### config.mk
export PLATFORM = sky130hd
export DESIGN_NAME = wkt_timebase
export DESIGN_NICKNAME = d
export VERILOG_FILES = /design/src/rtl/wkt_pkg.sv /design/src/rtl/wkt_src_mux.sv /design/src/rtl/wkt_mode_fsm.sv /design/src/rtl/wkt_counter.sv /design/src/rtl/wkt_flag.sv /design/src/rtl/wkt_timebase.sv
export SDC_FILE = /design/constraint.sdc
export NUM_CORES = 1
export LEC_CHECK = 0
export BUFFER_PORTS_ARGS = -buffer_cell sky130_fd_sc_hd__buf_2
export CAP_MARGIN = 40
export CORE_AREA = 2 2 56 53
export DETAILED_ROUTE_END_ITERATION = 8
export DIE_AREA = 0 0 58 55
export PLACE_DENSITY = 0.76
export SKIP_CTS_REPAIR_TIMING = 1
export SLEW_MARGIN = 25
export SYNTH_ARGS = -nofsm -noshare
export SYNTH_HDL_FRONTEND = slang
export SYNTH_HIERARCHICAL = 1
export SYNTH_SLANG_ARGS = --single-unit
### constraint.sdc
create_clock -name clk -period 1.8 [get_ports clk]
set_clock_uncertainty 0.15 [all_clocks]
set_input_delay 0.18 -clock clk [delete_from_list [all_inputs] [get_ports clk]]
set_output_delay 0.18 -clock clk [all_outputs]
set_load 0.005 [all_outputs]
### src/rtl/wkt_pkg.sv
package wkt_pkg;

    // Power-mode level codes seen on the pwr_mode input
    typedef enum logic [1:0] {
        PM_RUN   = 2'b00,
        PM_IDLE  = 2'b01,
        PM_STOP  = 2'b10,
        PM_STOP2 = 2'b11
    } pmode_e;

    // Mode controller states
    typedef enum logic [1:0] {
        ST_RUN  = 2'b00,
        ST_IDLE = 2'b01,
        ST_STOP = 2'b10
    } wkt_state_e;

endpackage

### src/rtl/wkt_src_mux.sv
module wkt_src_mux #(
    parameter int NUM_SRC = 3,
    parameter int SEL_W   = 2
) (
    input  logic [NUM_SRC-1:0] ticks_i,
    input  logic [SEL_W-1:0]   sel_i,
    output logic               tick_o
);

    // One decoded enable per source; codes at or above NUM_SRC select nothing
    logic [NUM_SRC-1:0] hit;

    for (genvar i = 0; i < NUM_SRC; i++) begin : g_src
        assign hit[i] = (sel_i == SEL_W'(i)) & ticks_i[i];
    end

    assign tick_o = |hit;

endmodule

### src/rtl/wkt_mode_fsm.sv
module wkt_mode_fsm
    import wkt_pkg::*;
(
    input  logic       clk,
    input  logic       rst_n,
    input  logic [1:0] pwr_mode,
    output wkt_state_e state_o,
    output logic       cnt_en_o
);

    wkt_state_e state_q;
    wkt_state_e state_d;
    logic       want_stop;
    logic       want_idle;

    assign want_stop = pwr_mode[1];
    assign want_idle = (pwr_mode == PM_IDLE);

    // State register
    always_ff @(posedge clk or negedge rst_n) begin
        if (!rst_n) begin
            state_q <= ST_RUN;
        end else begin
            state_q <= state_d;
        end
    end

    // Transitions: enter-idle, leave-idle, enter-stop, resume
    always_comb begin
        state_d = state_q;
        unique case (state_q)
            ST_RUN: begin
                if (want_stop) begin
                    state_d = ST_STOP;
                end else if (want_idle) begin
                    state_d = ST_IDLE;
                end
            end
            ST_IDLE: begin
                if (want_stop) begin
                    state_d = ST_STOP;
                end else if (!want_idle) begin
                    state_d = ST_RUN;
                end
            end
            ST_STOP: begin
                if (!want_stop) begin
                    state_d = want_idle ? ST_IDLE : ST_RUN;
                end
            end
            default: state_d = ST_RUN;
        endcase
    end

    // Outputs decoded from state
    always_comb begin
        cnt_en_o = 1'b0;
        unique case (state_q)
            ST_RUN:  cnt_en_o = 1'b1;
            ST_IDLE: cnt_en_o = 1'b1;
            ST_STOP: cnt_en_o = 1'b0;
            default: cnt_en_o = 1'b0;
        endcase
    end

    assign state_o = state_q;

endmodule

### src/rtl/wkt_counter.sv
module wkt_counter #(
    parameter int CNT_W = 15,
    parameter int IVL_W = 2
) (
    input  logic             clk,
    input  logic             rst_n,
    input  logic             tick_i,
    input  logic             cnt_en_i,
    input  logic             clr_i,
    input  logic [IVL_W-1:0] ivl_sel_i,
    output logic [CNT_W-1:0] count_o,
    output logic             event_o
);

    localparam int NUM_IVL = 2 ** IVL_W;
    localparam int TAP_LO  = CNT_W - NUM_IVL;

    logic [CNT_W-1:0]   cnt_q;
    logic [NUM_IVL-1:0] low_full;
    logic               inc;

    assign inc = tick_i & cnt_en_i & ~clr_i;

    always_ff @(posedge clk or negedge rst_n) begin
        if (!rst_n) begin
            cnt_q <= '0;
        end else if (clr_i) begin
            cnt_q <= '0;
        end else if (inc) begin
            cnt_q <= cnt_q + 1'b1;
        end
    end

    // The tap falls on the increment that carries out of all bits up to it
    for (genvar k = 0; k < NUM_IVL; k++) begin : g_tap
        assign low_full[k] = &cnt_q[TAP_LO+k:0];
    end

    assign event_o = inc & low_full[ivl_sel_i];
    assign count_o = cnt_q;

endmodule

### src/rtl/wkt_flag.sv
module wkt_flag (
    input  logic clk,
    input  logic rst_n,
    input  logic set_i,
    input  logic clr_i,
    output logic flag_o
);

    logic flag_q;

    always_ff @(posedge clk or negedge rst_n) begin
        if (!rst_n) begin
            flag_q <= 1'b0;
        end else if (set_i) begin
            flag_q <= 1'b1;
        end else if (clr_i) begin
            flag_q <= 1'b0;
        end
    end

    assign flag_o = flag_q;

endmodule

### src/rtl/wkt_timebase.sv
module wkt_timebase
    import wkt_pkg::*;
#(
    parameter int CNT_W   = 15,
    parameter int IVL_W   = 2,
    parameter int SRC_W   = 2,
    parameter int NUM_SRC = 3
) (
    input  logic             clk,
    input  logic             rst_n,
    input  logic             tick_slow,
    input  logic             tick_sys128,
    input  logic             tick_firc512,
    input  logic [SRC_W-1:0] src_sel,
    input  logic [IVL_W-1:0] ivl_sel,
    input  logic [1:0]       pwr_mode,
    input  logic             cnt_clr,
    input  logic             flag_clr,
    input  logic             irq_en,
    output logic [CNT_W-1:0] count_o,
    output logic             irq_flag_o,
    output logic             wake_req_o
);

    logic [NUM_SRC-1:0] ticks;
    logic               tick_sel;
    logic               cnt_en;
    logic               cfg_chg;
    logic               tap_event;
    logic               flag;
    logic [SRC_W-1:0]   src_q;
    logic [IVL_W-1:0]   ivl_q;
    wkt_state_e         fsm_state;

    assign ticks = {tick_firc512, tick_sys128, tick_slow};

    // Previous configuration, used to detect a change of source or interval
    always_ff @(posedge clk or negedge rst_n) begin
        if (!rst_n) begin
            src_q <= '0;
            ivl_q <= '0;
        end else begin
            src_q <= src_sel;
            ivl_q <= ivl_sel;
        end
    end

    assign cfg_chg = (src_sel != src_q) | (ivl_sel != ivl_q);

    wkt_src_mux #(
        .NUM_SRC(NUM_SRC),
        .SEL_W  (SRC_W)
    ) u_mux (
        .ticks_i(ticks),
        .sel_i  (src_sel),
        .tick_o (tick_sel)
    );

    wkt_mode_fsm u_fsm (
        .clk     (clk),
        .rst_n   (rst_n),
        .pwr_mode(pwr_mode),
        .state_o (fsm_state),
        .cnt_en_o(cnt_en)
    );

    wkt_counter #(
        .CNT_W(CNT_W),
        .IVL_W(IVL_W)
    ) u_cnt (
        .clk      (clk),
        .rst_n    (rst_n),
        .tick_i   (tick_sel),
        .cnt_en_i (cnt_en),
        .clr_i    (cnt_clr | cfg_chg),
        .ivl_sel_i(ivl_sel),
        .count_o  (count_o),
        .event_o  (tap_event)
    );

    wkt_flag u_flag (
        .clk   (clk),
        .rst_n (rst_n),
        .set_i (tap_event),
        .clr_i (flag_clr),
        .flag_o(flag)
    );

    assign irq_flag_o = flag;
    assign wake_req_o = flag & irq_en;

endmodule

Word level (Yosys, flattened, before mapping):

Cells that the tools add are included.

* register bits: 22
* input bits: 14
* output and inout bits: 17
* logic and storage cells: 52

* add/sub/neg operators: 1
* magnitude comparators: 1
* equal/unequal tests: 10
* mux-type cells: 14
* bitwise operators: 10
* reduce and logical (&&, ||, !) cells: 11

Operators by type and width (count)
* 15-bit two-way mux: 2
* 15-bit by 1-bit adder with 15-bit output (second input constant): 1
* 15-bit AND reduction: 1
* 14-bit AND reduction: 1
* 13-bit AND reduction: 1
* 12-bit AND reduction: 1
* 2-bit two-way mux: 5
* 1-bit bitwise AND: 7
* 2-bit by 1-bit == test with 1-bit output (second input constant): 3
* 2-bit case mux with 3 select lines: 1
* 1-bit two-way mux: 5
* 2-bit == test (second input constant): 2
* 2-bit logical NOT: 2
* 2-bit inequality test: 2
* 2-bit nonzero test: 2
* 2-bit by 3-bit less-than comparator with 1-bit output (second input constant): 1
* 3-bit by 2-bit inequality test with 1-bit output (second input constant): 1
* 3-bit inequality test (second input constant): 1
* 3-bit AND reduction: 1
* 3-bit OR reduction: 1
* 1-bit binary-select mux with 2-bit select: 1
* 2-bit inequality test (second input constant): 1
* 1-bit bitwise OR: 2
* 2-bit OR reduction: 1
* 1-bit NOT: 1

Logic depth before layout (Yosys ltp):

Gate-level depths: netlist (run 1).

* word-level depth: 7
* gate-level depth with buffers: 7
* depth with buffers taken out: 6

Cells and area by module:

Netlist (run 1), hierarchy kept.

By module, submodules not included
* wkt_counter: instances 1, cells each 90, area each 848.3 um^2, sequential area each 375.4 um^2
* wkt_timebase: instances 1, cells each 15, area each 172.7 um^2, sequential area each 100.1 um^2
* wkt_mode_fsm: instances 1, cells each 6, area each 77.6 um^2, sequential area each 50.0 um^2
* wkt_flag: instances 1, cells each 3, area each 36.3 um^2, sequential area each 25.0 um^2
* wkt_src_mux: instances 1, cells each 3, area each 22.5 um^2, sequential area each 0.0 um^2

Worst setup path before layout (run 1):

Ideal clock, no wire load.

* path type: input port to flip-flop
* start point: in src_sel[1]
* end point: reg u_cnt.cnt_q[12] (netlist: u_cnt/count_o[12])
* setup time: 125 ps
* arrival time: 1561 ps
* data required time: 1525 ps
* path slack: -35 ps
* stages: 5
* path buffers: 0
* cell sequence: mux2i_1 -> o21ai_1 -> nand3_4 -> or4_4 -> mux2_2

* word-level cells in the longest chain between the ends: 6
* elaborated cells between the ends (all ways): 15
* classes of those cells: eq/ne: 3; mux: 1; bitwise: 8; reduce/logical: 3

Ends and longest elaborated chain
* start: declaration: RTL line wkt_timebase.sv:14 `input logic [SRC_W-1:0] src_sel,`
* 2-bit by 1-bit == test with 1-bit output (tied with other cells): RTL line wkt_src_mux.sv:14 `assign hit[i] = (sel_i == SEL_W'(i)) & ticks_i[i];`
* 1-bit bitwise AND: RTL line wkt_src_mux.sv:14
* 3-bit OR reduction (*): RTL line wkt_src_mux.sv:17 `assign tick_o = |hit;`
* named net tick_sel: RTL line wkt_timebase.sv:26 `logic tick_sel;`
* 1-bit bitwise AND (*) (2 in series): RTL line wkt_counter.sv:22 `assign inc = tick_i & cnt_en_i & ~clr_i;`
* 2-bit nonzero test (no source line) (*)
* end signal: assignment: RTL line wkt_counter.sv:30 `cnt_q <= cnt_q + 1'b1;`
* end: declaration: RTL line wkt_counter.sv:18 `logic [CNT_W-1:0] cnt_q;`

The timed path passes the listed nets; every way through them passes the cells marked *.
A chain may end at the register's enable or synchronous reset.

Final worst setup path (run 1):

* start point: reg u_cnt.cnt_q[0] (netlist: u_cnt/count_o[0])
* end point: reg u_cnt.cnt_q[12] (netlist: u_cnt/count_o[12])

* word-level cells in the longest chain between the ends: 3

Ends and longest elaborated chain
* 15-bit by 1-bit adder with 15-bit output: RTL line wkt_counter.sv:30
* 15-bit two-way mux: RTL line wkt_counter.sv:29 `end else if (inc) begin`
* 15-bit two-way mux: RTL line wkt_counter.sv:27 `end else if (clr_i) begin`

No other way between the ends. The select of a mux whose other input is x is not followed.

==> summary.txt, run 1 <==
STA
  – Tcrit/Tclk final: 0.9612
  – Setup violations, final: 0
  – Min Tclk post-route: 1.730 ns
  – Worst-margin pin slew: 0.5088 ns
  – Max-slew violation count: 0
  – Slew margin rel.: 0.6608
  – Setup ws final: 0.06980 ns
  – Max Clock Freq: 578.0 MHz
  – Hold Vio Cnt, Final: 0
  – RSZ-0062 raised after global routing: false

Global routing
  – Largest net degree at the start of global routing: 23
  – Grt total ovfl: 0
  – Vias in the first global route: 1037
  – Tot GR Track Use: 0.1827
  – First-pass GRT wire length: 4422 microns
  – Antenna violations before repair: 0

Critical path
  – CP Capture Type: flip-flop
  – Crit-path max FO: 3
  – CP Launch Point: u_cnt/count_o[0]
  – Reg-to-reg startpoint: u_cnt/count_o[0]
  – Critical path type: flip-flop to flip-flop
  – Critical path data required time: 1.85 ns
  – Startpoint types: flip-flop
  – Critical path data arrival time: 1.78 ns

Clocking
  – Root Driver: clkbuf_4
  – Clock latency on the worst-skew pair: 0.31 ns
  – CTS Buf Count: 3
  – Clk buf depth: 2
  – CTS tree: yes
  – H-tree depth: 1
  – Clock Sinks: 22
  – Clock-pin transition on the worst setup and hold timing paths: 0.12 ns

Yosys
  – Ys Warns: 6
  – Sequential fraction of the synthesis area: 0.4757
  – Post-synth EDFFs: 0
  – Syn_nets: 132
  – #FFs+latches synth: 22
  – Main synth FF type: dfrtp_1
  – Synth unique cells: 33
  – Ys async rst share: 1.000
  – Instance count of the mapped netlist: 117
  – Synthesized area: 1157 sq um
  – Avg Inst Size Synth: 9.892 sq um

Routing
  – Iter 0 DRT Violations: 22
  – Pre-antenna DRT Iters: 4
  – DR vias: 1107
  – WL per Instance: 14.54 microns
  – Routed Antenna Nets: 0
  – M1 WL: 1236 microns
  – Max layer used: met4
  – Routed wl met2: 1604 microns
  – Via-per-instance ratio: 5.426
  – WL met3: 88 microns
  – # DRC: 0
  – Drt total wl: 2967 microns

Die
  – # IOs: 31
  – Number of core rows: 18
  – Initial core utilization: 0.4430
  – Core area: 2613 sq um
  – Die area: 3190 sq um
  – Die width: 58 microns
  – Die height: 55 microns

Power and ir drop
  – Pleak: 0.7774 nW
  – Power Dens Cells: 537.3 nW/um^2
  – Power Total: 0.8739 mW
  – Peak supply drop: 0.0003785 V

Finish
  – Fraction of layout cells with a size suffix above 1: 0.4253
  – # nets final: 190
  – Ant. Diodes: 0
  – Fillers: 209
  – FF+latch area: 550.5 sq um
  – Synth-to-layout area growth: 40.54%
  – Area taken by multi-input logic gates: 595.6 sq um
  – Finished Cell Area: 1627 sq um

Placed design
  – IO buf count: 30
  – RePlAce Congestion: 0.7834
  – Post-DP HPWL: 2084 microns
  – Pre-CTS setup slack: -0.09744 ns
  – Post-place instance area: 1460 sq um

Job
  – Max Cap Viol: 0

Min path
  – Hold Crit Start: ivl_sel[1]
  – Type of the worst min-delay path: input pin to flip-flop

Outcome
  – Status: finished, final reports clean
-- registers in the layout (all words and copies together), names as in the netlist --
name / count
u_fsm/state_o: 2
u_flag/flag_o: 1
src_q: 2
ivl_q: 2
u_cnt/count_o: 15
-- per-stage QoR --
| step | setup TNS [ns] | hold WS (ns) | util | cells |
|---|---|---|---|---|
| after detailed placement | -0.5469 | 0.02047 | 0.5589 | 190 |
| after CTS | 0 | -0.3252 | 0.5728 | 194 |
| after floorplan | 0 | -0.2656 | - | 117 |
| after global placement | -0.06359 | 0.01442 | 0.5589 | 190 |
| after global routing | 0 | 0.09456 | 0.6226 | 204 |
| final | 0 | 0.09700 | 0.6226 | 204 |
-- cells in the mapped netlist, types with 2 or more instances --
cell type  number  area, sq um
clkbuf_1        3        11.26
xnor2_1         2        17.52
nand3_1         6        30.03
nor4_1          6        37.54
dfrtp_1        22        550.5
o31ai_1         3        22.52
mux2_2          7        78.83
o21ai_0         3        15.01
nor2b_1         9        56.30
inv_1          11        41.29
nand2_1         5        18.77
a21oi_1         6        30.03
or4_2           2        17.52
nor2_1         10        37.54
nand4_1         4        25.02
-- power by group --
| part | internal [mW] | switching (mW) | leakage (nW) |
|---|---|---|---|
| Sequential | 0.502 | 0.00494 | 0.295 |
| Clock | 0.123 | 0.151 | 0.0210 |
| Combinational | 0.0454 | 0.0473 | 0.461 |
| Total | 0.670 | 0.203 | 0.777 |
-- critical path, cell delays in order (launching register included) --
cell and delay (ns):
dfrtp_1 0.43, ha_4 0.17, nand3_4 0.06, or4_4 0.55, mux2_2 0.28
-- layout make-up --
type                       instances  area share
timing repair buffer              56      0.2246
multi-input combinational         81      0.3662
tap                               30     0.02308
sequential                        22      0.3385
inverter                          11     0.02538
clock buffer                       4     0.02231
-- placed cells by master, fill, tap and decap left out, types with 2 or more instances in the layout --
cell and instances:
o21ai_0 3, or4_2 2, inv_1 10, a211oi_2 2, nor2b_1 9, clkbuf_4 3, nand2_1 4, nor4_1 4
nand3_1 5, xnor2_1 2, buf_2 30, nor2_1 10, a21oi_1 6, dlygate4sd3_1 8, nor4_2 2, buf_4 18
mux2_2 7, o31ai_1 3, nand4_1 4, dfrtp_1 22
-- worst paths after layout --
path | slack [ns] | cells past startpoint | to
max in group asynchronous | 0.94 | 2 | u_cnt/count_o[0]
worst min register to register | 0.33 | 1 | u_fsm/state_o[1]
worst min-delay path | 0.1 | 3 | u_flag/flag_o
worst max register to register | 0.07 | 4 | u_cnt/count_o[12]
worst max-delay path | 0.07 | 4 | u_cnt/count_o[12]
min in group asynchronous | 0.20 | 2 | u_cnt/count_o[9]
-- cells by family after synthesis --
family,share of synthesized area
simple gates,0.2476
flops,0.4757
compound gates,0.1211
buf+inv,0.04541
mux,0.07676
xor+xnor,0.02271
fa+ha+maj,0.01081
-- routing by layer --
layer	global-route usage	up-vias
li1	-	531
met1	0.1977	555
met2	0.3655	17
met3	0.02558	4
met4	0.06977	0
met5	0	-
Note: power is estimated with default switching activity, not from simulation.
==> inputs of run 2 (changes only) <==
Settings changed: SETUP_SLACK_MARGIN from default to 0.2.
==> run 2 against run 1 <==
Sequential power is essentially flat. Die area stayed put. Sequential share of layout area down 4.0 points. Final cell count is 2.9% higher. Via count increased by 3.3%. Maximum frequency decreased by 3.7%. Clock power is essentially flat. Critical path depth increased by 2. Wire length up 10%. Worst setup slack worse by 0.066 ns. Highest routed layer unchanged.
==> summary.txt, run 2 (same netlist as run 1, synthesis figures left out) <==
Clocking
  – Clock Sinks: 22 (unchanged)
  – Clock-pin transition on the worst setup and hold timing paths: 0.12 ns (about the same)
  – Root Driver: clkbuf_4
  – Clk buf depth: 2 (unchanged)
  – H-tree depth: 1 (unchanged)
  – CTS Buf Count: 3 (unchanged)
  – Clock latency on the worst-skew pair: 0.31 ns (about the same)
  – CTS tree: yes

Power and ir drop
  – Pleak: 0.8651 nW (+11%)
  – Peak supply drop: 0.0004454 V (+18%)
  – Power Dens Cells: 483.6 nW/um^2 (-10%)
  – Power Total: 0.8913 mW (+2.0%)

STA
  – Worst hold margin: 0.08478 ns (-0.01222 ns)
  – Max-slew violation count: 0 (unchanged)
  – Slew margin rel.: 0.6646 (+0.003825)
  – Tcrit/Tclk final: 0.9978 (+0.03660)
  – Max Clock Freq: 556.8 MHz (-3.7%)
  – Setup violations, final: 0 (unchanged)
  – Min Tclk post-route: 1.796 ns (+0.06588 ns)
  – RSZ-0062 raised after global routing: true
  – Worst-margin pin slew: 0.5031 ns (-0.005738 ns)
  – Hold Vio Cnt, Final: 0 (unchanged)

Global routing
  – Grt total ovfl: 0 (unchanged)
  – Largest net degree at the start of global routing: 23 (unchanged)
  – Vias in the first global route: 1002 (-3.4%)
  – Tot GR Track Use: 0.1764 (-0.006317)
  – First-pass GRT wire length: 4215 microns (-4.7%)
  – Antenna violations before repair: 0 (unchanged)

Placed design
  – Cells after DPL: 186 (-2.1%)
  – RePlAce Congestion: 0.7520 (-4.0%)
  – Post-DP HPWL: 1861 microns (-11%)
  – IO buf count: 30 (unchanged)
  – Post-place instance area: 1439 sq um (-1.5%)

Critical path
  – R2r setup slk: 0.004 ns (-0.07 ns)
  – Max incr delay on CP: 0.44 ns (-0.11 ns)
  – Critical path data arrival time: 1.91 ns (+0.13 ns)
  – Top delay family on crit path: compound AO/OA/AOI/OAI gates
  – CP Capture Type: flip-flop
  – Worst path cell trace: a222oi_1, nand3_2, buf_6, clkbuf_16, nor2_1, mux2_2
  – Startpoint types: flip-flop
  – CP Buf/Inv Count: 2 (+2)
  – Critical path data required time: 1.91 ns (+0.06 ns)
  – Crit-path max FO: 6 (+3)
  – Slowest library cell on the worst path: a222oi_1
  – Critical path type: flip-flop to flip-flop

Routing
  – Drt total wl: 3268 microns (+10%)
  – Iter 0 DRT Violations: 26 (+18%)
  – DR vias: 1144 (+3.3%)
  – Routed Antenna Nets: 0 (unchanged)
  – Pre-antenna DRT Iters: 4 (unchanged)
  – Via-per-instance ratio: 5.448 (+0.39%)
  – WL per Instance: 15.56 microns (+7.0%)
  – # DRC: 0 (unchanged)

Finish
  – Finished Cell Area: 1843 sq um (+13%)
  – Max reg flops: 15 (unchanged)
  – Ant. Diodes: 0 (unchanged)
  – Synth-to-layout area growth: 59.24%
  – Most frequent cells in the layout: buf_2, dfrtp_1, buf_4
  – Most common cell after layout, fill and taps aside: buf_2
  – Fraction of layout cells with a size suffix above 1: 0.5222 (+0.09693)
  – Finished Core Util: 0.7055 (+0.08286)
  – # nets final: 196 (+3.2%)
  – Layout Cells excl Fill: 210 (+2.9%)

Die
  – Die area: 3190 sq um (unchanged)
  – Core area: 2613 sq um (unchanged)
  – Initial core utilization: 0.4430 (unchanged)
  – # IOs: 31 (unchanged)
  – Die width: 58 microns (unchanged)
  – Die height: 55 microns (unchanged)
  – Number of core rows: 18 (unchanged)

Min path
  – Type of the worst min-delay path: input pin to flip-flop

Outcome
  – Status: finished, final reports clean

Job
  – Max Cap Viol: 0 (unchanged)
## run 2: cell count changes in the layout (fill, tap and decap cells not counted), sizes merged
cell,before,now
buf,48,52
clkbuf,4,6
## run 2: worst reg2reg max path: stages, from the launching register on
cell       delay [ns]
dfrtp_1          0.41
a222oi_1         0.44
nand3_2          0.15
buf_6            0.16
clkbuf_16        0.16
nor2_1           0.11
mux2_2           0.16
## run 2: layout make-up
type,count,area (sq um)
inverters,11,41.29
flip-flops and latches,22,550.5
well taps,30,37.54
fillers,176,769.5
repair buffers,62,467.9
clock buffers,4,36.28
multi-input cells,81,709.4
## run 2: worst paths after layout
| path | start | to | cells past startpoint |
|---|---|---|---|
| min reg2reg | u_fsm/state_o[0] | u_fsm/state_o[1] | 1 |
| max reg2reg | ivl_q[1] | u_cnt/count_o[13] | 6 |
| min | ivl_sel[1] | u_flag/flag_o | 3 |
| min in group asynchronous | rst_n | u_cnt/count_o[9] | 2 |
| max | ivl_q[1] | u_cnt/count_o[13] | 6 |
| max in group asynchronous | rst_n | u_cnt/count_o[0] | 2 |
## run 2: layer usage
layer  global-route usage  up-vias  share of wire
li1                     -      546              -
met5                    0        -              0
met3              0.03023        4          0.038
met1               0.1988      569           0.46
met2               0.3314       25           0.49
met4              0.08140        0          0.010
## run 2: metrics by stage
stage	TNS [ns]	worst slack (ns)
after global placement	-0.1058	-0.03959
after CTS	0	0.02014
after global routing	-0.2130	-0.05990
after floorplan	0	0.03082
after detailed placement	-0.4802	-0.09399
final	0	0.003920
## run 2: report_power, final
group	switching (mW)	total (mW)	internal, mW
clock	0.151	0.275	0.124
sequential	0.00608	0.508	0.502
combinational	0.0527	0.109	0.0558
